**config.mk**
```make
export PLATFORM = sky130hd
export DESIGN_NAME = fifo_csum_unit
export DESIGN_NICKNAME = d
export VERILOG_FILES = /design/src/rtl/csum_pkg.sv /design/src/rtl/csum_crc_step.sv /design/src/rtl/csum_crc_acc.sv /design/src/rtl/csum_en_reg.sv /design/src/rtl/fifo_csum_unit.sv
export SDC_FILE = /design/constraint.sdc
export NUM_CORES = 1
export LEC_CHECK = 0
export BUFFER_PORTS_ARGS = -buffer_cell sky130_fd_sc_hd__buf_2
export CAP_MARGIN = 20
export CORE_UTILIZATION = 55
export CTS_BUF_LIST = sky130_fd_sc_hd__clkbuf_2 sky130_fd_sc_hd__clkbuf_4 sky130_fd_sc_hd__clkbuf_8
export CTS_CLUSTER_DIAMETER = 80
export DETAILED_ROUTE_END_ITERATION = 10
export GPL_TIMING_DRIVEN = 0
export PLACE_DENSITY_LB_ADDON = 0.08
export SLEW_MARGIN = 20
export SYNTH_ARGS = -nofsm -noshare
export SYNTH_HDL_FRONTEND = slang
export SYNTH_SLANG_ARGS = --single-unit
```
**constraint.sdc**
```tcl
create_clock -name clk_i -period 4.1 [get_ports clk_i]
set_clock_uncertainty 0.1 [all_clocks]
set_input_delay 0.615 -clock clk_i [delete_from_list [all_inputs] [get_ports clk_i]]
set_output_delay 0.615 -clock clk_i [all_outputs]
set_load 0.05 [all_outputs]
```
**src/rtl/csum_pkg.sv**
```systemverilog
package csum_pkg;
  localparam int unsigned BYTE_W   = 8;
  localparam int unsigned CRC_W    = 16;
  localparam int unsigned REG_W    = 32;
  localparam logic [CRC_W-1:0] CCITT_REFL = 16'h8408;
endpackage

```
**src/rtl/csum_crc_step.sv**
```systemverilog
module csum_crc_step #(
  parameter int unsigned DATA_W = 8,
  parameter int unsigned CRC_W  = 16,
  parameter logic [CRC_W-1:0] POLY = 16'h8408
) (
  input  logic [CRC_W-1:0]  crc_i,
  input  logic [DATA_W-1:0] data_i,
  output logic [CRC_W-1:0]  crc_o
);
  localparam int unsigned PAD_W = CRC_W - DATA_W;

  logic [CRC_W-1:0] stage [DATA_W+1];

  assign stage[0] = crc_i ^ {{PAD_W{1'b0}}, data_i};

  // one LSB-first shift per data bit
  for (genvar g = 0; g < DATA_W; g++) begin : g_bit
    assign stage[g+1] = stage[g][0] ? ((stage[g] >> 1) ^ POLY) : (stage[g] >> 1);
  end

  assign crc_o = stage[DATA_W];
endmodule

```
**src/rtl/csum_crc_acc.sv**
```systemverilog
module csum_crc_acc #(
  parameter int unsigned DATA_W = 8,
  parameter int unsigned CRC_W  = 16,
  parameter logic [CRC_W-1:0] POLY = 16'h8408,
  parameter logic [CRC_W-1:0] INIT = '0
) (
  input  logic              clk_i,
  input  logic              rst_ni,
  input  logic              vld_i,
  input  logic [DATA_W-1:0] data_i,
  input  logic              clr_i,
  output logic [CRC_W-1:0]  crc_o
);
  logic [CRC_W-1:0] crc_q, base, nxt;

  // a clear restarts from INIT; a byte in the same cycle is the first of the new buffer
  assign base = clr_i ? INIT : crc_q;

  csum_crc_step #(.DATA_W(DATA_W), .CRC_W(CRC_W), .POLY(POLY)) u_step (
    .crc_i (base),
    .data_i(data_i),
    .crc_o (nxt)
  );

  always_ff @(posedge clk_i or negedge rst_ni) begin
    if (!rst_ni)    crc_q <= INIT;
    else if (vld_i) crc_q <= nxt;
    else if (clr_i) crc_q <= INIT;
  end

  assign crc_o = crc_q;

  AST_CLR_RESTART: assert property (@(posedge clk_i) disable iff (!rst_ni)
    clr_i && !vld_i |=> crc_q == INIT);
  AST_IDLE_HOLD: assert property (@(posedge clk_i) disable iff (!rst_ni)
    !clr_i && !vld_i |=> $stable(crc_q));
endmodule

```
**src/rtl/csum_en_reg.sv**
```systemverilog
module csum_en_reg #(
  parameter int unsigned WDATA_W = 8
) (
  input  logic               clk_i,
  input  logic               rst_ni,
  input  logic               we_i,
  input  logic [WDATA_W-1:0] wdata_i,
  output logic               en_o
);
  logic en_q;

  always_ff @(posedge clk_i or negedge rst_ni) begin
    if (!rst_ni)   en_q <= 1'b0;
    else if (we_i) en_q <= wdata_i[0];
  end

  assign en_o = en_q;

  AST_EN_WRITE_ONLY: assert property (@(posedge clk_i) disable iff (!rst_ni)
    !we_i |=> $stable(en_q));
  AST_EN_TAKES_BIT0: assert property (@(posedge clk_i) disable iff (!rst_ni)
    we_i |=> en_q == $past(wdata_i[0]));
endmodule

```
**src/rtl/fifo_csum_unit.sv**
```systemverilog
module fifo_csum_unit
  import csum_pkg::*;
#(
  parameter int unsigned DATA_W = BYTE_W,
  parameter int unsigned SUM_W  = CRC_W,
  parameter int unsigned RD_W   = REG_W,
  parameter logic [SUM_W-1:0] POLY = CCITT_REFL,
  localparam int unsigned NBYTES = RD_W / DATA_W,
  localparam int unsigned IDX_W  = $clog2(NBYTES)
) (
  input  logic              clk_i,
  input  logic              rst_ni,
  input  logic              byte_vld_i,
  input  logic [DATA_W-1:0] byte_i,
  input  logic              buf_clr_i,
  input  logic              en_we_i,
  input  logic [DATA_W-1:0] en_wdata_i,
  input  logic [IDX_W-1:0]  rd_idx_i,
  output logic [SUM_W-1:0]  csum_o,
  output logic [DATA_W-1:0] rd_byte_o,
  output logic              csum_en_o
);
  localparam int unsigned SUM_BYTES = SUM_W / DATA_W;

  logic [SUM_W-1:0] crc, swapped;
  logic [RD_W-1:0]  rd_word;
  logic             en;

  csum_crc_acc #(.DATA_W(DATA_W), .CRC_W(SUM_W), .POLY(POLY), .INIT('0)) u_acc (
    .clk_i (clk_i),
    .rst_ni(rst_ni),
    .vld_i (byte_vld_i),
    .data_i(byte_i),
    .clr_i (buf_clr_i),
    .crc_o (crc)
  );

  csum_en_reg #(.WDATA_W(DATA_W)) u_en (
    .clk_i  (clk_i),
    .rst_ni (rst_ni),
    .we_i   (en_we_i),
    .wdata_i(en_wdata_i),
    .en_o   (en)
  );

  // reverse byte order of the CRC
  for (genvar b = 0; b < SUM_BYTES; b++) begin : g_swap
    assign swapped[b*DATA_W +: DATA_W] = crc[(SUM_BYTES-1-b)*DATA_W +: DATA_W];
  end

  assign csum_o    = en ? swapped : '0;
  assign rd_word   = {{(RD_W-SUM_W){1'b0}}, csum_o};
  assign rd_byte_o = rd_word[rd_idx_i*DATA_W +: DATA_W];
  assign csum_en_o = en;

  AST_GATED_ZERO: assert property (@(posedge clk_i) disable iff (!rst_ni)
    !csum_en_o |-> csum_o == '0 && rd_byte_o == '0);
  AST_UPPER_ZERO: assert property (@(posedge clk_i) disable iff (!rst_ni)
    int'(rd_idx_i) >= SUM_BYTES |-> rd_byte_o == '0);
  AST_LOW_BYTE: assert property (@(posedge clk_i) disable iff (!rst_ni)
    rd_idx_i == '0 |-> rd_byte_o == csum_o[DATA_W-1:0]);
endmodule

```
# After elaboration in Yosys (flattened, before gate mapping)
# Index checks and enable logic that the tools add are counted.
[word_totals]
wordCells = 23
ff_bits = 17
input_bits = 23
out_inout_bits = 25
[classes]
bitwise = 9
n_shift = 1
mux = 11
[ops]
columns = ["cell", "n"]
rows = [
  ["$mux 16", 11],
  ["$shiftx 32x6->8", 1],
  ["$not 2->3", 8],
  ["$xor 16x8->16", 1],
]

# Depth between registers and ports, before layout
# Gate-level depths: netlist of run 1.
[depth]
depth_word = 19
ltp_mapped = 6
mapped_depth_nobuf = 5

# Cells and area by module
# From an unflattened synthesis of run 1, not the netlist that was laid out.
[unflattened]
cells_unflattened = 114
hier_area_um2 = 1388.8
[by_module_without_submodules]
columns = ["module", "instances", "seq_area_each_um2", "area_per_inst_um2", "cells_each"]
rows = [
  ["csum_crc_acc", 1, 400.4, 713.2, 51],
  ["csum_crc_step", 1, 0.0, 387.9, 25],
  ["fifo_csum_unit", 1, 0.0, 247.7, 36],
  ["csum_en_reg", 1, 25.0, 40.0, 2],
]

# Least setup slack after synthesis of run 1
# No wires, ideal clock.
[synth_path]
kind = "flip-flop to output port"
start = "register u_en.en_q, in the netlist u_en.en_o"
end = "output rd_byte_o[2]"
path_stages_with_launch = 5
path_buffers = 1
slack_ns = 1.112
arrival_ns = 2.273
required_time_ns = 3.385
path_cell_list = "dfrtp_1 -> clkbuf_1 -> and2_1 -> nand2_1 -> a21oi_1"
[synth_via]
elab_chain_len = 2
[synth_lines]
columns = ["element", "line_no", "source"]
rows = [
  ["from (decl)", "csum_en_reg.sv:10", "logic en_q;"],
  ["from (signal assigned)", "csum_en_reg.sv:14", "else if (we_i) en_q <= wdata_i[0];"],
  ["$mux 16", "fifo_csum_unit.sv:51", "assign csum_o = en ? swapped : '0;"],
  ["net csum_o[10]", "fifo_csum_unit.sv:19", "output logic [SUM_W-1:0] csum_o,"],
  ["$shiftx 32x6->8", "fifo_csum_unit.sv:53", "assign rd_byte_o = rd_word[rd_idx_i*DATA_W +: DATA_W];"],
  ["to (decl)", "fifo_csum_unit.sv:20", "output logic [DATA_W-1:0] rd_byte_o,"],
]
# The timed path passes the listed nets, and every way through them passes these cells.

# Worst setup path in the final report of run 1
[layout_path]
start = "register u_en.en_q, in the netlist u_en.en_o"
end = "output rd_byte_o[2]"
[layout_via]
elab_chain_len = 2
[layout_lines]
columns = ["element", "line_no"]
rows = [
  ["$mux 16", "fifo_csum_unit.sv:51"],
  ["$shiftx 32x6->8", "fifo_csum_unit.sv:53"],
]
# Every way passes these cells.

==> results of run 1 <==
-- where the power goes --
group,internal (uW),total (uW),switching [uW]
sequential,221,292,71.1
combinational,195,510,315
clock,44.5,99.2,54.6
-- metrics by stage --
stage	setup WS [ps]	instance area (sq um)	power, uW	utilization	std cells
2_1_floorplan	1110	1300	690	-	154
3_3_place_gp	1820	1530	787	0.691	220
3_5_place_dp	1750	1530	803	0.691	220
4_1_cts	1660	1560	902	0.704	224
5_1_grt	1530	1560	958	0.704	224
6_report	1710	1560	901	0.704	224
-- synthesized netlist by cell type --
library cell and n:
dfrtp_1 17, and2_1 16, nor2_1 15, xnor2_1 13, nand2_1 11, o21ai_0 10
clkbuf_1 9, o22ai_1 8, a21oi_1 7, nor2b_1 7, a31oi_1 6, inv_1 6
mux2i_1 5, nand2b_1 4, nor3_1 3, o211ai_1 3, xnor3_1 3, xor2_1 3
a2bb2oi_1 2, mux2_2 2, buf_1 1, nand3b_1 1, nor2_4 1, xor3_1 1
-- area by class of cell --
cell class              count  area, sq um  share of cell area
plain buffers              10         37.5              0.0241
well taps                  28         35.0              0.0225
clock buffers               4         30.0              0.0193
multi-input cells         121          817               0.524
inverters                   6         22.5              0.0145
repair buffers             38          190               0.122
flip-flops and latches     17          425               0.273
-- cell families (layout without fill, tap and decap cells) --
logic type,count (synthesis),after routing,share of synthesized area
DFF,17,17,0.327
and+or+nand+nor,58,58,0.231
xor gates and xnor gates,20,20,0.178
muxes,7,7,0.0557
buffers and inverters,16,58,0.0461
AOI/OAI and AO/OA,36,36,0.163
-- worst reg2reg max path, cell delays in order (launching register included) --
cell     delay, ps
dfrtp_1        480
xnor2_1        290
nor2_4          70
xnor3_1        360
a31oi_1        180
o22ai_1        100
-- worst min path at each step --
| stage | depth (start not counted) | slack, ps | endpoint | startpoint |
|---|---|---|---|---|
| floorplan | 0 | 220 | u_acc.crc_o[0] | rst_ni |
| global placement | 2 | 410 | u_acc.crc_o[12] | u_acc.crc_o[12] |
| detailed placement | 2 | 430 | u_acc.crc_o[13] | u_acc.crc_o[13] |
| CTS | 1 | 130 | u_acc.crc_o[13] | rst_ni |
| global route | 1 | 150 | u_acc.crc_o[13] | rst_ni |
| finish | 1 | 120 | u_acc.crc_o[15] | rst_ni |
-- cells in the final DEF, fill, tap and decap left out, drive strengths merged --
cell | synthesis | layout
a21oi | 7 | 7
a2bb2oi | 2 | 2
a31oi | 6 | 6
and2 | 16 | 16
buf | 1 | 39
clkbuf | 9 | 13
dfrtp | 17 | 17
inv | 6 | 6
mux2 | 2 | 2
mux2i | 5 | 5
nand2 | 11 | 11
nand2b | 4 | 4
nand3b | 1 | 1
nor2 | 16 | 16
nor2b | 7 | 7
nor3 | 3 | 3
o211ai | 3 | 3
o21ai | 10 | 10
o22ai | 8 | 8
xnor2 | 13 | 13
xnor3 | 3 | 3
xor2 | 3 | 3
xor3 | 1 | 1
-- registers in the layout (all words and copies together) (netlist names) --
register     count
u_en.en_o        1
u_acc.crc_o     16
-- layer usage --
layer,vias to the layer above,track usage,part of all wire
li1,607,-,-
met4,0,0.106,0.019
met5,-,0,0
met3,8,0.0394,0.069
met2,59,0.453,0.47
met1,559,0.348,0.44
==> flow_metrics.tcl, run 1 <==
set metrics [dict create \
    layout-drive-gt1-share 0.230 \
    die_x_um 50.7 \
    crit_buf_inv 2 \
    cp-endpoint "rd_byte_o[2]" \
    ir_drop_uv 375 \
    crit_chain "clkbuf_1 -> and2_1 -> nand2_1 -> a21oi_1 -> buf_2" \
    synth-seq-cells 17 \
    status "finished clean" \
    post_cts_buffers 0 \
    max_stage_delay_ps 450 \
    cpMaxStageDelayCell "dfrtp_1" \
    firstDrtPassIters 4 \
    syn_nets 177 \
    grt_max_degree 18 \
    insertion_delay_ps 300 \
    power.density_nw_per_um2 579 \
    cts_num_sinks 17 \
    r2r_cells 5 \
    yosysSeqAreaShare 0.327 \
    r2r-end "u_acc.crc_o[3]" \
    fin_tns_setup_ps 0 \
    critical_path_depth 5 \
    fin_crit_sh 0.583 \
    port_buffers 38 \
    critical_path.max_fanout 10 \
    min_path_type "in -> async" \
    antenna_found_initial 0 \
    setup_violations 0 \
    die_y_um 50.7 \
    grt_setup_unrepaired "no" \
    clk_pin_slew_worst_paths_ps 100 \
    fill_cells 171 \
    syn-mean-instance-area_sq_um 8.46 \
    fin_hold_ws_ps 124 \
    critical-path-top-delay-family "buffers and inverters" \
    timing.rr.start "u_acc.crc_o[3]" \
    yosys-top-cells-area "dfrtp_1 33%, xnor2_1 8.7%, and2_1 7.7%" \
    relSlewSlack 0.676 \
    startpoint "u_en.en_o" \
    area_growth_pct 19.6 \
    ff2ff_setup_slack_ps 2390 \
    ctsResizeCount 0 \
    cts_max_level 1 \
    yosysTopAreaCell "dfrtp_1" \
    grt_pass1_vias 1141 \
    fin_nets 220 \
    startpoint_type "flip-flop" \
    syn_inst 154 \
    cts_tree "built" \
    num_vias 1233 \
    place_hpwl_mm 2.43 \
    ys_types 24 \
    overflow 0 \
    required_ps 3380 \
    synth_top_area_frac 0.327 \
    die_area_sq_um 2570 \
    synthesis.area_sq_um 1300 \
    core_sq_um 2210 \
    cts-root-buf "clkbuf_4" \
    drv_slew 0 \
    vias_per_cell 5.50 \
    drv_cap 0 \
    drc 0 \
    min_period_ps 2390 \
    grt_pass1_wl_mm 5.06 \
    rows 17 \
    cts_buffer_depth 2 \
    cp_data_arrival_time_ps 1680 \
    dr.first_iter.drc_count 24 \
    totalWireLength_mm 3.05 \
    crit_type "reg -> out" \
    wire_per_inst_um 13.6 \
    initial_core_util 0.589 \
    ant_nets 0 \
    hold_violations 0 \
    gp_congestion 0.839 \
    cts_buffers 3 \
    endpoint_kind "output pin" \
    holdBufCountCts 0 \
    grt_usage 0.270 \
    tightest_slew_ps 485 \
    top_level_ports 48 \
    leakage_uw 0.000743 \
    synth_warnings 0 \
    n_antenna_cell 0 \
    fmax_mhz 418 \
]
Note: power is estimated with default switching activity, not from simulation.
==> run 2: changes to the inputs <==
- ABC_AREA: not set -> 1
- CORE_ASPECT_RATIO: not set -> 0.5
- CORE_UTILIZATION: 55 -> 47
- clock period: 4.1 -> 2.1 ns (I/O delays scaled with it)
==> flow_metrics.tcl, run 2 <==
set metrics [dict create \
    initial_core_util 0.515 \
    fin_tns_setup_ps 0 \
    vias_per_cell 5.01 \
    place_hpwl_mm 3.08 \
    syn_nets 263 \
    grt_setup_unrepaired "no" \
    critical_path.max_fanout 10 \
    cts_buffers 3 \
    synth_mux_area_frac 0.00810 \
    fin_hold_ws_ps 196 \
    hold_end "u_en.en_o" \
    fmax_mhz 504 \
    firstDrtPassIters 4 \
    hold_violations 0 \
    syn-mean-instance-area_sq_um 5.79 \
    crit_chain "buf_2 -> inv_1 -> buf_2 -> nor2_1 -> a211oi_4 -> buf_2" \
    synth_fa_ha_area_frac 0 \
    num_vias 1607 \
    ys_top_cells_by_count "113 x nand2_1, 35 x inv_1, 26 x nand3_1" \
    area_growth_pct 30.3 \
    tightest_slew_ps 953 \
    dp_slack_ps 60.6 \
    timing.rr.start "u_acc.crc_o[2]" \
    max_stage_delay_ps 410 \
    yosysTopAreaCell "dfrtp_1" \
    synth_async_sr_flop_share 1.00 \
    pwr-share-comb 0.469 \
    core_sq_um 2700 \
    cpMaxStageDelayCell "buf_2" \
    required_ps 1680 \
    yosys-top-cells-area "dfrtp_1 31%, nand2_1 31%, inv_1 9.5%" \
    dr.first_iter.drc_count 123 \
    fin_nets 308 \
    synth-xor-area-share 0.0189 \
    fin_util 0.671 \
    syn_inst 240 \
    startpoint_type "primary input" \
    grt_pass1_vias 1301 \
    pwr-share-clk 0.190 \
    cts-root-buf "clkbuf_8" \
    die_x_um 78.9 \
    insertion_delay_ps 260 \
    internal-power_uw 678 \
    rows 13 \
    synth-main-ff-cell "dfrtp_1" \
    cts_buffer_depth 2 \
    ant_nets 0 \
    hold_depth 2 \
    min_period_ps 1990 \
    largest_reg_flops 16 \
    final_cell_mix "113 x nand2_1, 41 x buf_2, 34 x inv_1" \
    antenna_found_initial 0 \
    sequentialPowerShare 0.341 \
    status "finished clean" \
    ff2ff_setup_slack_ps 660 \
    endpoint_kind "output pin" \
    synth-seq-cells 17 \
    wire_per_inst_um 11.9 \
    drv_cap 0 \
    power.density_nw_per_um2 709 \
    setup_violations 0 \
    r2r-end "u_acc.crc_o[9]" \
    synth_most_common_cell "nand2_1" \
    cts_num_sinks 17 \
    totalWireLength_mm 3.81 \
    synth_edf_count 0 \
    clk_pin_slew_worst_paths_ps 60 \
    min_path_type "in -> reg" \
    drv_slew 0 \
    worstHoldStart "en_wdata_i[0]" \
    cts_max_level 1 \
    die_area_sq_um 3190 \
    drc 0 \
    cp_data_arrival_time_ps 1570 \
    layout_commonest_cell "nand2_1" \
    synth_warnings 0 \
    synthesis.area_sq_um 1390 \
    grt_max_degree 18 \
    grt_usage 0.263 \
    r2r_cells 9 \
    crit_type "in -> out" \
    synth_compound_area_frac 0.0846 \
    synth_top_area_frac 0.306 \
    post_cts_buffers 0 \
    p_switching_uw 606 \
    die_y_um 40.5 \
    relSlewSlack 0.365 \
    overflow 0 \
    gp_congestion 0.889 \
    ys_types 18 \
    yosys.area_share.simple 0.452 \
    top_level_ports 48 \
    layout-drive-gt1-share 0.232 \
    yosysSeqAreaShare 0.306 \
    port_buffers 39 \
    p_sw_frac 0.472 \
    cpMostUsedCell "buf_2" \
    fin_crit_sh 0.945 \
    ir_drop_uv 437 \
    leakage_uw 0.00110 \
    worst_slack_ps 115 \
    n_antenna_cell 0 \
    cts_tree "built" \
    grt_pass1_wl_mm 6.03 \
    synth_top_family_by_area "simple AND/OR/NAND/NOR gates" \
]
-- run 2: area by class of cell --
class,instances,area (sq um)
clock buffer,3,41.3
inverter,36,139
multi-input combinational,178,886
timing repair buffer,40,208
tap,37,46.3
sequential,17,427
fill,244,888
buffer,9,60.1
clock inverter,1,5.00
-- run 2: stage by stage --
step                      area (sq um)  total power, uW  std cells
after floorplan                   1510              892        240
after global placement            1750             1020        316
after detailed placement          1750             1040        316
after CTS                         1810             1280        321
after global routing              1810             1370        321
final                             1810             1280        321
-- run 2: cell families (layout without fill, tap and decap cells) --
logic type	after synthesis	after routing
AO/OA/AOI/OAI	19	19
XOR/XNOR	3	3
buffers and inverters	45	89
flip-flops	17	17
multiplexers	1	1
AND/OR/NAND/NOR	155	155
-- run 2: power groups by stage --
stage                     sequential, uW  clock, uW  combinational [uW]
after floorplan                      424          0                 467
after global placement               440          0                 582
after detailed placement             441          0                 596
after CTS                            436        244                 600
after global routing                 444        268                 660
final                                438        244                 602
-- run 2: metal layers --
layer	share of wire	GRT usage	up-vias
met5	0	0	-
met4	0.0068	0.0545	0
met3	0.12	0.0636	4
met2	0.41	0.424	90
met1	0.46	0.364	695
li1	-	-	818
-- run 2: worst max-delay path, delay by kind of cell --
family | cells | cell delay (ps)
buffers and inverters | 4 | 960
and+or+nand+nor | 1 | 140
AOI/OAI and AO/OA | 1 | 150
-- run 2: worst max-delay path by stage --
stage	slack [ps]	end	depth (start not counted)	start
global placement	70	rd_byte_o[2]	6	rd_idx_i[0]
detailed placement	60	rd_byte_o[2]	6	rd_idx_i[0]
floorplan	4	rd_byte_o[2]	6	u_en.en_o
finish	110	rd_byte_o[1]	6	rd_idx_i[0]
CTS	60	rd_byte_o[2]	6	rd_idx_i[0]
global route	10	rd_byte_o[2]	7	u_en.en_o
-- run 2: what timing repair did --
action | 4_1_cts | 5_1_grt
hold endpoints to repair | 17 | 0
hold buffers | 1 | 0
setup endpoints to repair | 0 | 2
gates resized for setup | 0 | 2
==> run 3: changes to the inputs <==
- BUFFER_PORTS_ARGS: -buffer_cell sky130_fd_sc_hd__buf_2 -> not set
- CORE_UTILIZATION: 47 -> 57
- DONT_BUFFER_PORTS: not set -> 1
- MAX_ROUTING_LAYER: not set -> met4
- SYNTH_HIERARCHICAL: not set -> 1
==> flow_metrics.tcl, run 3 <==
set metrics [dict create \
    status "finished clean" \
    ff2ff_setup_slack_ps 540 \
    required_ps 1680 \
    yosys-top-cells-area "nand2_1 31%, dfrtp_1 25%, inv_1 12%" \
    syn-mean-instance-area_sq_um 5.76 \
    top_level_ports 48 \
    fill_cells 267 \
    n_antenna_cell 0 \
    die_y_um 40.6 \
    drc 0 \
    hold_violations 0 \
    die_area_sq_um 3220 \
    core_sq_um 2720 \
    rows 13 \
    synth-seq-cells 17 \
    die_x_um 79.2 \
    firstDrtPassIters 4 \
    tightest_slew_ps 744 \
    synth_warnings 6 \
    power.density_nw_per_um2 663 \
    vias_per_cell 4.98 \
    largest_reg_flops 16 \
    cts_buffers 3 \
    grt_pass1_vias 1307 \
    grt_usage 0.274 \
    startpoint_type "flip-flop" \
    fin_crit_sh 0.956 \
    synth_edf_count 0 \
    yosysTopAreaCell "nand2_1" \
    fin_cells 337 \
    layout-drive-gt1-share 0.170 \
    max_stage_delay_ps 590 \
    grt_pass1_wl_mm 6.14 \
    ant_nets 0 \
    gp_congestion 0.851 \
    leakage_uw 0.00116 \
    synthesis.area_sq_um 1700 \
    crit_chain "buf_6 -> a21oi_1 -> nor2_2" \
    synth_most_common_cell "nand2_1" \
    drv_slew 0 \
    relSlewSlack 0.503 \
    min_period_ps 2010 \
    syn_nets 318 \
    num_vias 1678 \
    totalWireLength_mm 3.99 \
    wire_per_inst_um 11.8 \
    place_hpwl_mm 3.18 \
    ir_drop_uv 331 \
    area_growth_pct 8.91 \
    fin_nets 324 \
    overflow 0 \
    yosysSeqAreaShare 0.250 \
    initial_core_util 0.626 \
    critical_path.max_fanout 10 \
    dr.first_iter.drc_count 164 \
    dp_cells 332 \
    cts_max_level 1 \
    layout_commonest_cell "nand2_1" \
    clk_pin_slew_worst_paths_ps 60 \
    ys_types 17 \
    endpoint_kind "output pin" \
    cts_num_sinks 17 \
    antenna_found_initial 0 \
    drv_cap 0 \
    cpMaxStageDelayCell "dfrtp_2" \
    crit_type "reg -> out" \
    insertion_delay_ps 240 \
    synth_top_area_frac 0.307 \
    synth-main-ff-cell "dfrtp_1" \
    min_path_type "in -> reg" \
    cts-root-buf "clkbuf_8" \
    port_buffers 0 \
    cp_data_arrival_time_ps 1590 \
    ys_top_cells_by_count "139 x nand2_1, 54 x inv_1, 24 x nor2_1" \
    grt_setup_unrepaired "no" \
    p_total_uw 1230 \
    synth_async_sr_flop_share 1.00 \
    syn_inst 295 \
    grt_max_degree 18 \
    setup_violations 0 \
    cts_buffer_depth 2 \
    final_cell_mix "139 x nand2_1, 54 x inv_1, 16 x nor2_1, 16 x dfrtp_1, 13 x nand2_2" \
    fmax_mhz 498 \
    cts_tree "built" \
    post_cts_buffers 0 \
]
-- run 3: worst paths after layout --
check	startpoint	endpoint	cells past startpoint
max in group asynchronous	rst_ni	u_en/en_o	1
max reg2reg	u_acc/crc_o[3]	u_acc/crc_o[10]	11
max	u_en/en_o	rd_byte_o[7]	3
min	en_wdata_i[0]	u_en/en_o	2
min reg2reg	u_acc/crc_o[8]	u_acc/crc_o[8]	2
min in group asynchronous	rst_ni	u_acc/crc_o[15]	1
-- run 3: repair_timing --
item | 4_1_cts | 5_1_grt
endpoints found under the hold margin | 17 | 0
gates resized for setup | 5 | 4
hold buffers | 1 | 0
setup endpoints to repair | 8 | 4
-- run 3: cells by family after synthesis --
kind of cell | count (synthesis) | share of synthesized area
buffers and inverters | 67 | 0.195
xor gates and xnor gates | 3 | 0.0155
and+or+nand+nor | 200 | 0.515
AOI/OAI and AO/OA | 8 | 0.0236
DFF | 17 | 0.250
-- run 3: final cells by class --
cell class                      instances  area (sq um)  area share
Sequential cell                        17           427       0.231
Tap cell                               37          46.3      0.0250
Timing Repair Buffer                    1          10.0     0.00541
Inverter                               58           230       0.124
Multi-Input combinational cell        211           987       0.533
Clock buffer                            4          48.8      0.0264
Buffer                                  9           101      0.0548
-- run 3: worst max-delay path: cells and delay by family, from the launching register on --
family                 cells  cell delay (ps)
DFF                        1              590
and+or+nand+nor            1              480
buffers and inverters      1              190
AOI/OAI and AO/OA          1               90
-- run 3: per-layer routing --
metal  track usage  wire [um]
met2         0.403       1630
met1         0.406       2120
met4        0.0545         19
met5             -          0
met3        0.0250        221
-- run 3: power breakdown --
group	switching, uW	leakage, uW	total, uW	internal (uW)
logic	387	0.000913	529	142
clock network	99.0	0.0000262	246	147
registers	77.2	0.000217	452	375
total	563	0.00116	1230	664
-- run 3: metrics by stage --
step                      TNS [ps]  area (sq um)  hold WS (ps)  utilization  worst slack (ps)
after floorplan                  0          1710         -80.6            -              48.7
after global placement       -87.7          1760         -80.3        0.647             -30.1
after detailed placement      -127          1760         -80.3        0.647             -46.7
after CTS                        0          1830          81.6        0.674              18.8
after global routing             0          1850          92.7        0.681              16.5
final                            0          1850          86.9        0.681              92.8
